<file path="src/rtl/bfp_pkg.sv">
// Package: shared types for the block floating point pass scaler.
// Assumes nothing beyond a two-phase fill/drain operation.
package bfp_pkg;

    // Phase of the scaler: collecting a pass, or emitting it scaled.
    typedef enum logic [0:0] {
        PH_FILL  = 1'b0,
        PH_DRAIN = 1'b1
    } bfp_phase_e;

endpackage

</file>
<file path="src/rtl/bfp_sign_bits.sv">
// Module: bfp_sign_bits
// Counts the redundant sign bits below the MSB of a two's complement word,
// capped at CAP. A result of CAP or more means the value already fits in
// IW-CAP bits, which includes the most negative value of that width.
// Assumes IW > CAP and CW bits can hold CAP.
module bfp_sign_bits #(
    parameter int IW  = 15,
    parameter int CAP = 3,
    parameter int CW  = 2
) (
    input  logic [IW-1:0] value,
    output logic [CW-1:0] headroom
);

    int   cnt;
    logic run;

    // Walk down from the MSB while the bits repeat the sign.
    always_comb begin
        cnt = 0;
        run = 1'b1;
        for (int i = IW - 2; i >= 0; i--) begin
            if (run && (value[i] == value[IW-1])) begin
                cnt = cnt + 1;
            end else begin
                run = 1'b0;
            end
        end
        headroom = (cnt >= CAP) ? CW'(CAP) : CW'(cnt);
    end

endmodule

</file>
<file path="src/rtl/bfp_round_sat.sv">
// Module: bfp_round_sat
// Arithmetic right shift of a signed IW-bit value by shamt. It rounds to
// nearest with ties away from zero, then saturates to OW signed bits.
// Assumes shamt <= IW-1 and OW < IW.
module bfp_round_sat #(
    parameter int IW = 15,
    parameter int OW = 12,
    parameter int SW = 2
) (
    input  logic [IW-1:0] din,
    input  logic [SW-1:0] shamt,
    output logic [OW-1:0] dout
);

    localparam logic signed [IW:0] ONE  = (IW+1)'(1);
    localparam logic signed [IW:0] MAXV = (IW+1)'((1 << (OW - 1)) - 1);
    localparam logic signed [IW:0] MINV = -((IW+1)'(1 << (OW - 1)));

    logic signed [IW:0] ext;
    logic signed [IW:0] bias;
    logic signed [IW:0] shifted;

    // Add the rounding bias (one less for negatives) and shift.
    always_comb begin
        ext  = {din[IW-1], din};
        bias = '0;
        if (shamt != '0) begin
            bias = ONE <<< (shamt - SW'(1));
            if (din[IW-1]) begin
                bias = bias - ONE;
            end
        end
        shifted = (ext + bias) >>> shamt;
    end

    // Clamp into the output range.
    always_comb begin
        if (shifted > MAXV) begin
            dout = MAXV[OW-1:0];
        end else if (shifted < MINV) begin
            dout = MINV[OW-1:0];
        end else begin
            dout = shifted[OW-1:0];
        end
    end

endmodule

</file>
<file path="src/rtl/bfp_sample_buf.sv">
// Module: bfp_sample_buf
// Register-array buffer holding one pass of packed complex samples.
// It has one write port and an asynchronous read port. The contents are
// not reset; they are read only after a full pass has been written.
module bfp_sample_buf #(
    parameter int DEPTH = 16,
    parameter int AW    = 4,
    parameter int DW    = 30
) (
    input  logic          clk,
    input  logic          wr_en,
    input  logic [AW-1:0] wr_addr,
    input  logic [DW-1:0] wr_data,
    input  logic [AW-1:0] rd_addr,
    output logic [DW-1:0] rd_data
);

    logic [DW-1:0] mem [DEPTH];

    // Store an accepted sample.
    always_ff @(posedge clk) begin
        if (wr_en) begin
            mem[wr_addr] <= wr_data;
        end
    end

    // Present the sample being drained.
    assign rd_data = mem[rd_addr];

endmodule

</file>
<file path="src/rtl/bfp_pass_scaler.sv">
// Module: bfp_pass_scaler (top)
// Buffers one FFT pass of grown complex results and tracks the worst-case
// headroom across the block. At the end of the fill it fixes one right
// shift for the block and updates the running signed exponent. It then
// drains the block, shifted, rounded and saturated to W bits.
// Assumes N_PTS is a power of two and at most NUM_PASS passes per
// transform. in_first and in_last are sampled with each pass's first sample.
module bfp_pass_scaler
    import bfp_pkg::*;
#(
    parameter int N_PTS    = 16,
    parameter int W        = 12,
    parameter int G        = 3,
    parameter int NUM_PASS = 2
) (
    input  logic                                   clk,
    input  logic                                   rst_n,
    input  logic                                   in_valid,
    output logic                                   in_ready,
    input  logic [W+G-1:0]                         in_re,
    input  logic [W+G-1:0]                         in_im,
    input  logic                                   in_first,
    input  logic                                   in_last,
    output logic                                   out_valid,
    input  logic                                   out_ready,
    output logic [W-1:0]                           out_re,
    output logic [W-1:0]                           out_im,
    output logic                                   out_exp_valid,
    output logic signed [$clog2(NUM_PASS*G+1):0]   out_exp
);

    localparam int IW    = W + G;
    localparam int AW    = $clog2(N_PTS);
    localparam int SW    = $clog2(G + 1);
    localparam int EXP_W = $clog2(NUM_PASS * G + 1) + 1;
    localparam int LANES = 2;
    localparam logic [AW-1:0] LAST_IDX = AW'(N_PTS - 1);

    bfp_phase_e              phase_q;
    logic [AW-1:0]           wr_ptr_q;
    logic [AW-1:0]           rd_ptr_q;
    logic [SW-1:0]           run_hr_q;
    logic [SW-1:0]           shift_q;
    logic signed [EXP_W-1:0] exp_q;
    logic                    first_q;
    logic                    last_q;

    logic                    accept;
    logic                    emit;
    logic                    fill_done;
    logic                    pass_first;
    logic                    pass_last;
    logic [SW-1:0]           sample_hr;
    logic [SW-1:0]           block_hr;
    logic [SW-1:0]           block_shift;
    logic signed [EXP_W-1:0] exp_base;
    logic [2*IW-1:0]         rd_word;

    logic [IW-1:0]           lane_in  [LANES];
    logic [SW-1:0]           lane_hr  [LANES];
    logic [IW-1:0]           lane_buf [LANES];
    logic [W-1:0]            lane_out [LANES];

    // Handshake qualifiers.
    assign in_ready  = (phase_q == PH_FILL) && rst_n;
    assign out_valid = (phase_q == PH_DRAIN);
    assign accept    = in_valid && in_ready;
    assign emit      = out_valid && out_ready;
    assign fill_done = accept && (wr_ptr_q == LAST_IDX);

    assign lane_in[0] = in_re;
    assign lane_in[1] = in_im;
    assign lane_buf[0] = rd_word[2*IW-1:IW];
    assign lane_buf[1] = rd_word[IW-1:0];

    // One headroom counter and one output scaler per complex component.
    for (genvar ln = 0; ln < LANES; ln++) begin : g_lane
        bfp_sign_bits #(.IW(IW), .CAP(G), .CW(SW)) u_hr (
            .value    (lane_in[ln]),
            .headroom (lane_hr[ln])
        );
        bfp_round_sat #(.IW(IW), .OW(W), .SW(SW)) u_rs (
            .din   (lane_buf[ln]),
            .shamt (shift_q),
            .dout  (lane_out[ln])
        );
    end

    // Worse component of this sample, then worse over the block so far.
    always_comb begin
        sample_hr   = (lane_hr[0] < lane_hr[1]) ? lane_hr[0] : lane_hr[1];
        block_hr    = (sample_hr < run_hr_q) ? sample_hr : run_hr_q;
        block_shift = SW'(G) - block_hr;
    end

    // Pass flags come from the first sample of a pass, latched afterwards.
    always_comb begin
        pass_first = (wr_ptr_q == '0) ? in_first : first_q;
        pass_last  = (wr_ptr_q == '0) ? in_last  : last_q;
        exp_base   = pass_first ? '0 : exp_q;
    end

    bfp_sample_buf #(.DEPTH(N_PTS), .AW(AW), .DW(2*IW)) u_buf (
        .clk     (clk),
        .wr_en   (accept),
        .wr_addr (wr_ptr_q),
        .wr_data ({in_re, in_im}),
        .rd_addr (rd_ptr_q),
        .rd_data (rd_word)
    );

    // Fill/drain sequencing, headroom tracking and exponent update.
    always_ff @(posedge clk) begin
        if (!rst_n) begin
            phase_q  <= PH_FILL;
            wr_ptr_q <= '0;
            rd_ptr_q <= '0;
            run_hr_q <= SW'(G);
            shift_q  <= '0;
            exp_q    <= '0;
            first_q  <= 1'b0;
            last_q   <= 1'b0;
        end else if (phase_q == PH_FILL) begin
            if (accept) begin
                first_q <= pass_first;
                last_q  <= pass_last;
                if (fill_done) begin
                    wr_ptr_q <= '0;
                    rd_ptr_q <= '0;
                    run_hr_q <= SW'(G);
                    shift_q  <= block_shift;
                    exp_q    <= exp_base - $signed(EXP_W'(block_shift));
                    phase_q  <= PH_DRAIN;
                end else begin
                    wr_ptr_q <= wr_ptr_q + AW'(1);
                    run_hr_q <= block_hr;
                end
            end
        end else if (emit) begin
            rd_ptr_q <= rd_ptr_q + AW'(1);
            if (rd_ptr_q == LAST_IDX) begin
                phase_q <= PH_FILL;
            end
        end
    end

    // Output assembly.
    assign out_re        = lane_out[0];
    assign out_im        = lane_out[1];
    assign out_exp_valid = out_valid && last_q;
    assign out_exp       = exp_q;

endmodule

</file>
<file path="config.mk">
export PLATFORM = sky130hd
export DESIGN_NAME = bfp_pass_scaler
export DESIGN_NICKNAME = d
export VERILOG_FILES = /design/src/rtl/bfp_pkg.sv /design/src/rtl/bfp_sign_bits.sv /design/src/rtl/bfp_round_sat.sv /design/src/rtl/bfp_sample_buf.sv /design/src/rtl/bfp_pass_scaler.sv
export SDC_FILE = /design/constraint.sdc
export NUM_CORES = 1
export LEC_CHECK = 0
export ABC_AREA = 1
export ABC_CLOCK_PERIOD_IN_PS = 18080
export BUFFER_PORTS_ARGS = -buffer_cell sky130_fd_sc_hd__clkbuf_2
export CORE_ASPECT_RATIO = 1.2
export CORE_MARGIN = 8
export CORE_UTILIZATION = 51
export CTS_BUF_LIST = sky130_fd_sc_hd__clkbuf_4
export CTS_CLUSTER_DIAMETER = 100
export DETAILED_ROUTE_END_ITERATION = 6
export PLACE_DENSITY = 0.79
export SYNTH_ARGS = -nofsm -noshare
export SYNTH_HDL_FRONTEND = slang
export SYNTH_SLANG_ARGS = --single-unit
</file>
<file path="constraint.sdc">
create_clock -name clk -period 18.08 [get_ports clk]
set_input_delay 0.904 -clock clk [delete_from_list [all_inputs] [get_ports clk]]
set_output_delay 0.904 -clock clk [all_outputs]
set_load 0.05 [all_outputs]
</file>
# Yosys cells after proc, flatten, opt, wreduce, memory -nomap -nowiden
# Memory sizes are Yosys's and may differ from the RTL's. A register that Yosys moved wholly into a read port is not among the register bits.
# Cells that the tools add are included.
# totals
mem_bits_ro	0
input_bits	36
latch_bits	0
elab_cells	208
mem_bits_rw	480
regBits	19
mem_count	1
out_inout_bits	31
# mem_list
name	words	word_bits	read_ports	rd_clocked_by_memory_dff	wr	line	text
u_buf.mem	16	30	1	1	1	bfp_sample_buf.sv:18	logic [DW-1:0] mem [DEPTH];
# op_classes
n_addsub	34
magnitude_cmp	8
shift	3
multipliers	0
reduce_logical	39
muxes	83
n_div	0
bitwise_logic	1
eq_ne	31
# op_table
cell	count
32-bit by 2-bit adder with 32-bit output (second input constant)	26
32-bit two-way mux	26
32-bit by 3-bit greater-or-equal comparator with 1-bit output (second input constant)	2
16-bit two-way mux	4
12-bit two-way mux	4
1-bit two-way mux	36
15-bit by 16-bit adder with 16-bit output	2
16-bit by 12-bit greater-than comparator with 1-bit output (second input constant)	2
16-bit by 12-bit < comparator with 1-bit output (second input constant)	2
4-bit two-way mux	8
16-bit by 2-bit >>> shifter with 16-bit output	2
1-bit logical AND	31
1-bit == test	28
2-bit by 2-bit <<< shifter with 16-bit output (first input constant)	1
16-bit by 2-bit subtractor with 16-bit output (second input constant)	1
2-bit two-way mux	5
3-bit AND reduction	3
4-bit by 1-bit adder with 4-bit output (second input constant)	2
4-bit == test (second input constant)	2
2-bit nonzero test	3
4-bit zero test	1
2-bit < comparator	2
4-bit by 3-bit subtractor with 4-bit output	1
2-bit by 1-bit != test with 1-bit output (second input constant)	1
4 further kinds	4

# Logic depth before layout (Yosys ltp)
# logic_depth
word_depth	36
depth_mapped	61
depth_no_buf	61

# Modules after synthesis
# A second synthesis with hierarchy kept.
# unflattened
hier_cells	3289
area_unflattened_um2	27974.3
# modules_own_cells
module	instances	cells_each	area_each_um2
bfp_sample_buf	1	1959	20698.6
bfp_round_sat	2	333	1697.9
bfp_sign_bits at g_lane[1].u_hr	1	265	1466.4
bfp_sign_bits at g_lane[0].u_hr	1	260	1366.3
bfp_pass_scaler	1	139	1047.3

# Worst setup path before layout
# OpenSTA, ideal clock, no wires.
# synth_timing
path_kind	input to register
start	input port in_im[14]
end	register exp_q[2], in the netlist out_exp[2]
arrival_ns	8.924
path_buffers	2
path_slack_ns	9.086
cell_stages	54
setup_ns	0.070
cell_sequence	buf_6 > buf_2 > xor2_1 > a21oi_1 > ha_1 > inv_1 > a21oi_1 > ha_1 > nand3_1 > nand2_1 > ha_1 > nand2_1 > nand2_1 > ha_1 > or2_0 > nand2_1 > inv_2 > ha_1 > (+18 left out) > nand2_1 > ha_1 > nand4_1 > nor2_1 > nand3_1 > nand2_1 > nand2_1 > nor2_2 > nand3_1 > ha_1 > ha_1 > o21bai_1 > nand2_2 > ha_1 > fa_1 > nand2_1 > o21ai_0 > a21oi_1
# synth_between
elab_chain_len	36
elab_cells_between_ends	75
cone_classes	add/sub (15); order compare (3); eq/ne (14); mux (30); reduce/logical (13)
# synth_lines
item	line	text
start, declared	bfp_pass_scaler.sv:21	input logic [W+G-1:0] in_im,
1-bit == test	bfp_sign_bits.sv:23	if (run && (value[i] == value[IW-1])) begin
1-bit two-way mux	bfp_sign_bits.sv:23	
32-bit by 2-bit adder with 32-bit output / 1-bit logical AND (equally long branches)	bfp_sign_bits.sv:24, bfp_sign_bits.sv:23	
32-bit two-way mux / 1-bit two-way mux (equally long branches)	bfp_sign_bits.sv:23	
32-bit by 2-bit adder with 32-bit output / 1-bit logical AND (equally long branches)	bfp_sign_bits.sv:24, bfp_sign_bits.sv:23	
32-bit two-way mux / 1-bit two-way mux (equally long branches)	bfp_sign_bits.sv:23	
32-bit by 2-bit adder with 32-bit output / 1-bit logical AND (equally long branches)	bfp_sign_bits.sv:24, bfp_sign_bits.sv:23	
32-bit two-way mux / 1-bit two-way mux (equally long branches)	bfp_sign_bits.sv:23	
(+21 left out)	-	
2-bit two-way mux *	bfp_sign_bits.sv:29	headroom = (cnt >= CAP) ? CW'(CAP) : CW'(cnt);
2-bit < comparator	bfp_pass_scaler.sv:91	sample_hr = (lane_hr[0] < lane_hr[1]) ? lane_hr[0] : lane_hr[1];
2-bit two-way mux *	bfp_pass_scaler.sv:91	
2-bit < comparator	bfp_pass_scaler.sv:92	block_hr = (sample_hr < run_hr_q) ? sample_hr : run_hr_q;
2-bit two-way mux *	bfp_pass_scaler.sv:92	
2-bit subtractor *	bfp_pass_scaler.sv:93	block_shift = SW'(G) - block_hr;
via block_shift[0]	bfp_pass_scaler.sv:55	logic [SW-1:0] block_shift;
4-bit by 3-bit subtractor with 4-bit output *	bfp_pass_scaler.sv:132	exp_q <= exp_base - $signed(EXP_W'(block_shift));
end signal, assigned	bfp_pass_scaler.sv:132	
end, declared	bfp_pass_scaler.sv:44	logic signed [EXP_W-1:0] exp_q;
# The timed path passes the listed nets; every way through them passes the cells marked *.
# A chain may end at the register's enable or synchronous reset.

# Worst setup path after layout
# Same ends and word-level chain as after synthesis.

==> impl_metrics.toml <==
[run_status]
status = "finished clean"

[route]
wl_mm = 61.8
post_drt_wl_per_cell_um = 19.1
vias = 18187
drt_iter0_markers = 1632
routed_via_density = 5.63
dr.pass1.iters = 7
drc = 0
ant_nets = 0

[worst_setup_path]
slowest_stage = "fa_1"
cp_slowest_stage_delay_ns = 0.38
end_kind = "register"
cp_max_fo = 39
worstSetupPathType = "primary input to register"
startpoint_type = "primary input"
cp_common_cell = "nand2_1"
cp.arrival_ns = 10.05
required_ns = 18.84

[sta]
period_minus_slack_ns = 9.29
hold_viol = 0
setup_viol = 0
finalSetupTns_ns = 0
worst_pin_slew_ns = 1.15
slew_headroom = 0.232
slew_viol_final = 0
grt_setup_unrepaired = "false"
fmax_ghz = 0.108
skew_ns = 0.0667
fin_ws_ns = 8.79
finalCritPeriodShare = 0.514

[die]
die_y_um = 259
fp.coreArea_um2 = 48900
ios = 67
dieArea_um2 = 56500
initial_core_util = 0.513
row_count = 89
die_x_um = 218

[hold_path]
hold_path.class = "primary input to register"

[clock_tree]
cts_tree = "built"
clk_pin_slew_ns = 0.07
cts-resized-gates = 0
cts_sinks = 503
cts-root-buf = "clkbuf_4"
cts-hold-fix-buffers = 0
cts_setup_buffers = 0
clock_latency_ns = 0.82
clock_path_buffers = 3
cts_buffers = 106
htreeDepth = 3

[place]
portBuffers = 66
globalplace.congestion = 0.849
dp_hpwl_mm = 37.2
post-place-ws_ns = 8.02
place_inst = 3042

[pwr]
p_leak_nw = 10.9
vdd_drop_max_v = 0.0000438
power_density_nw_per_um2 = 84.5

[global_routing]
grt_max_degree = 98
grt_pass1_vias = 18082
antenna_found_initial = 5
grt_overflow = 0
track_usage = 0.215
grt_pass1_wl_mm = 95.2

[synthesis]
yosys_warnings = 0
synth_area_per_cell_um2 = 10.5
ys_seq_area_frac = 0.594
syn_inst = 2390
ys_types = 51
syn-cell-area_um2 = 25100
ys_seq_elements = 503

[layout]
finalNonFillerCells = 3228
finalNetCount = 2621
syn_to_final_growth_pct = 9.97
drive_gt1_frac = 0.153

[job]
drv_cap = 0
[report_power, final]
| part | leakage [nW] | internal, mW | switching (mW) |
|---|---|---|---|
| Combinational | 5.57 | 0.0592 | 0.162 |
| Clock | 0.796 | 0.410 | 0.410 |
| Sequential | 4.51 | 1.28 | 0.00285 |
[registers in the layout (all words and copies together), names as in the netlist, named ones only]
signal and flops:
u_buf.mem 480, out_exp 4, first_q 1, run_hr_q 2, out_valid 1, last_q 1
shift_q 2, rd_ptr_q 4, wr_ptr_q 4
[final cells by class]
cell class	instances	area, um^2
Fill cell	3898	21300
Sequential cell	503	14900
Multi-Input combinational cell	1494	8810
Clock buffer	157	1180
Inverter	309	1160
Tap cell	637	797
Timing Repair Buffer	99	578
Clock inverter	26	135
Antenna cell	3	7.51
[path summary, 6_finish.rpt]
check / slack (ns) / to / start / cells past startpoint
setup / recovery: 8.79 / out_exp[2] / in_im[14] / 56
hold / removal: 0.32 / last_q / in_last / 3
setup reg to reg: 14.90 / register / out_valid / 11
hold reg to reg: 0.49 / first_q / first_q / 2
[cells in the mapped netlist, drive strengths merged]
library cell  instances  area (um^2)
mux2i               103         1030
xnor3                 1         22.5
dfxtp                23          460
nor2                104          447
a31oi                 5         31.3
o21ai               227         1140
and3                  1         6.26
xor2                 30          263
o31a                  1         8.76
o21a                  2         15.0
nand2               425         1700
and2                  2         12.5
nor3                  7         40.0
nand4                21          146
xnor2                 4         35.0
buf                  41          166
o22ai                 6         37.5
a211oi                2         15.0
nand3               175          933
inv                 305         1150
conb                  1         3.75
a21boi                8         60.1
o211ai               54          405
ha                   69          863
fa                    3         60.1
nand3b                8         63.8
mux2                 21          236
clkbuf               60          225
clkinv                4         15.0
edfxtp              480        14400
o21bai               14          105
or2                  18          113
a21oi               165          833
[cell usage in the layout (no fill, tap or decap), types with 3 or more instances in the layout]
cell type  netlist  routed
nand2_1        394     394
a31oi_1          5       5
buf_4            0      33
mux2i_1        103     103
o21bai_1        14      14
nor3_1           6       6
o22ai_1          6       6
nand2_2         25      25
o21ai_1          7       7
or2_2           14      14
nand3b_1         7       7
xnor2_1          4       4
a21oi_1        163     163
nand3_2          9       9
o21ai_0        220     220
clkinv_2         0       6
xor2_1          30      30
inv_1          289     288
dfxtp_1         23      20
clkinv_1         4      19
nand4_1         20      20
nand3_1        165     165
edfxtp_1       480     480
diode_2          0       3
a21boi_0         8       8
clkbuf_4         0     157
clkbuf_2         0      66
nor2_1          93      77
nor2_4           3      19
o211ai_1        54      54
ha_1            69      69
nand2_4          6       6
mux2_2          21      21
nor2_2           7       7
inv_2           15      18
fa_1             3       3
conb_1           1      18
[layer usage]
metal	vias up	wire length (um)	GRT usage
li1	8608	-	-
met1	8615	24000	0.251
met2	797	30600	0.374
met3	163	4740	0.0421
met4	4	2430	0.102
met5	-	27	0
[through the flow]
stage / area [um^2] / power (mW) / hold WS [ns] / util
global route: 27500 / 2.42 / 0.274 / 0.564
global placement: 26200 / 1.52 / 0.466 / 0.537
finish: 27600 / 2.33 / 0.323 / 0.564
CTS: 27500 / 2.34 / 0.253 / 0.563
detailed placement: 26200 / 1.53 / 0.476 / 0.537
floorplan: 25100 / 1.47 / 0.449 / -
[worst max-delay path: cells and delay by family]
| family | cells | cell delay [ns] |
|---|---|---|
| fa+ha+maj | 15 | 4.22 |
| simple gates | 29 | 3.50 |
| compound gates | 5 | 0.65 |
| buf+inv | 7 | 0.74 |
[cell families (layout without fill, tap and decap cells)]
kind of cell    Yosys count  count (layout)  share of synthesized area
simple gates            761             761                      0.138
flops                   503             503                      0.594
compound gates          484             484                      0.106
buf+inv                 410             591                     0.0620
mux                     124             124                     0.0506
fa+ha+maj                72              72                     0.0369
xor+xnor                 35              35                     0.0128
other cells               1              21                   0.000150
Power figures use the tool's default switching activity.
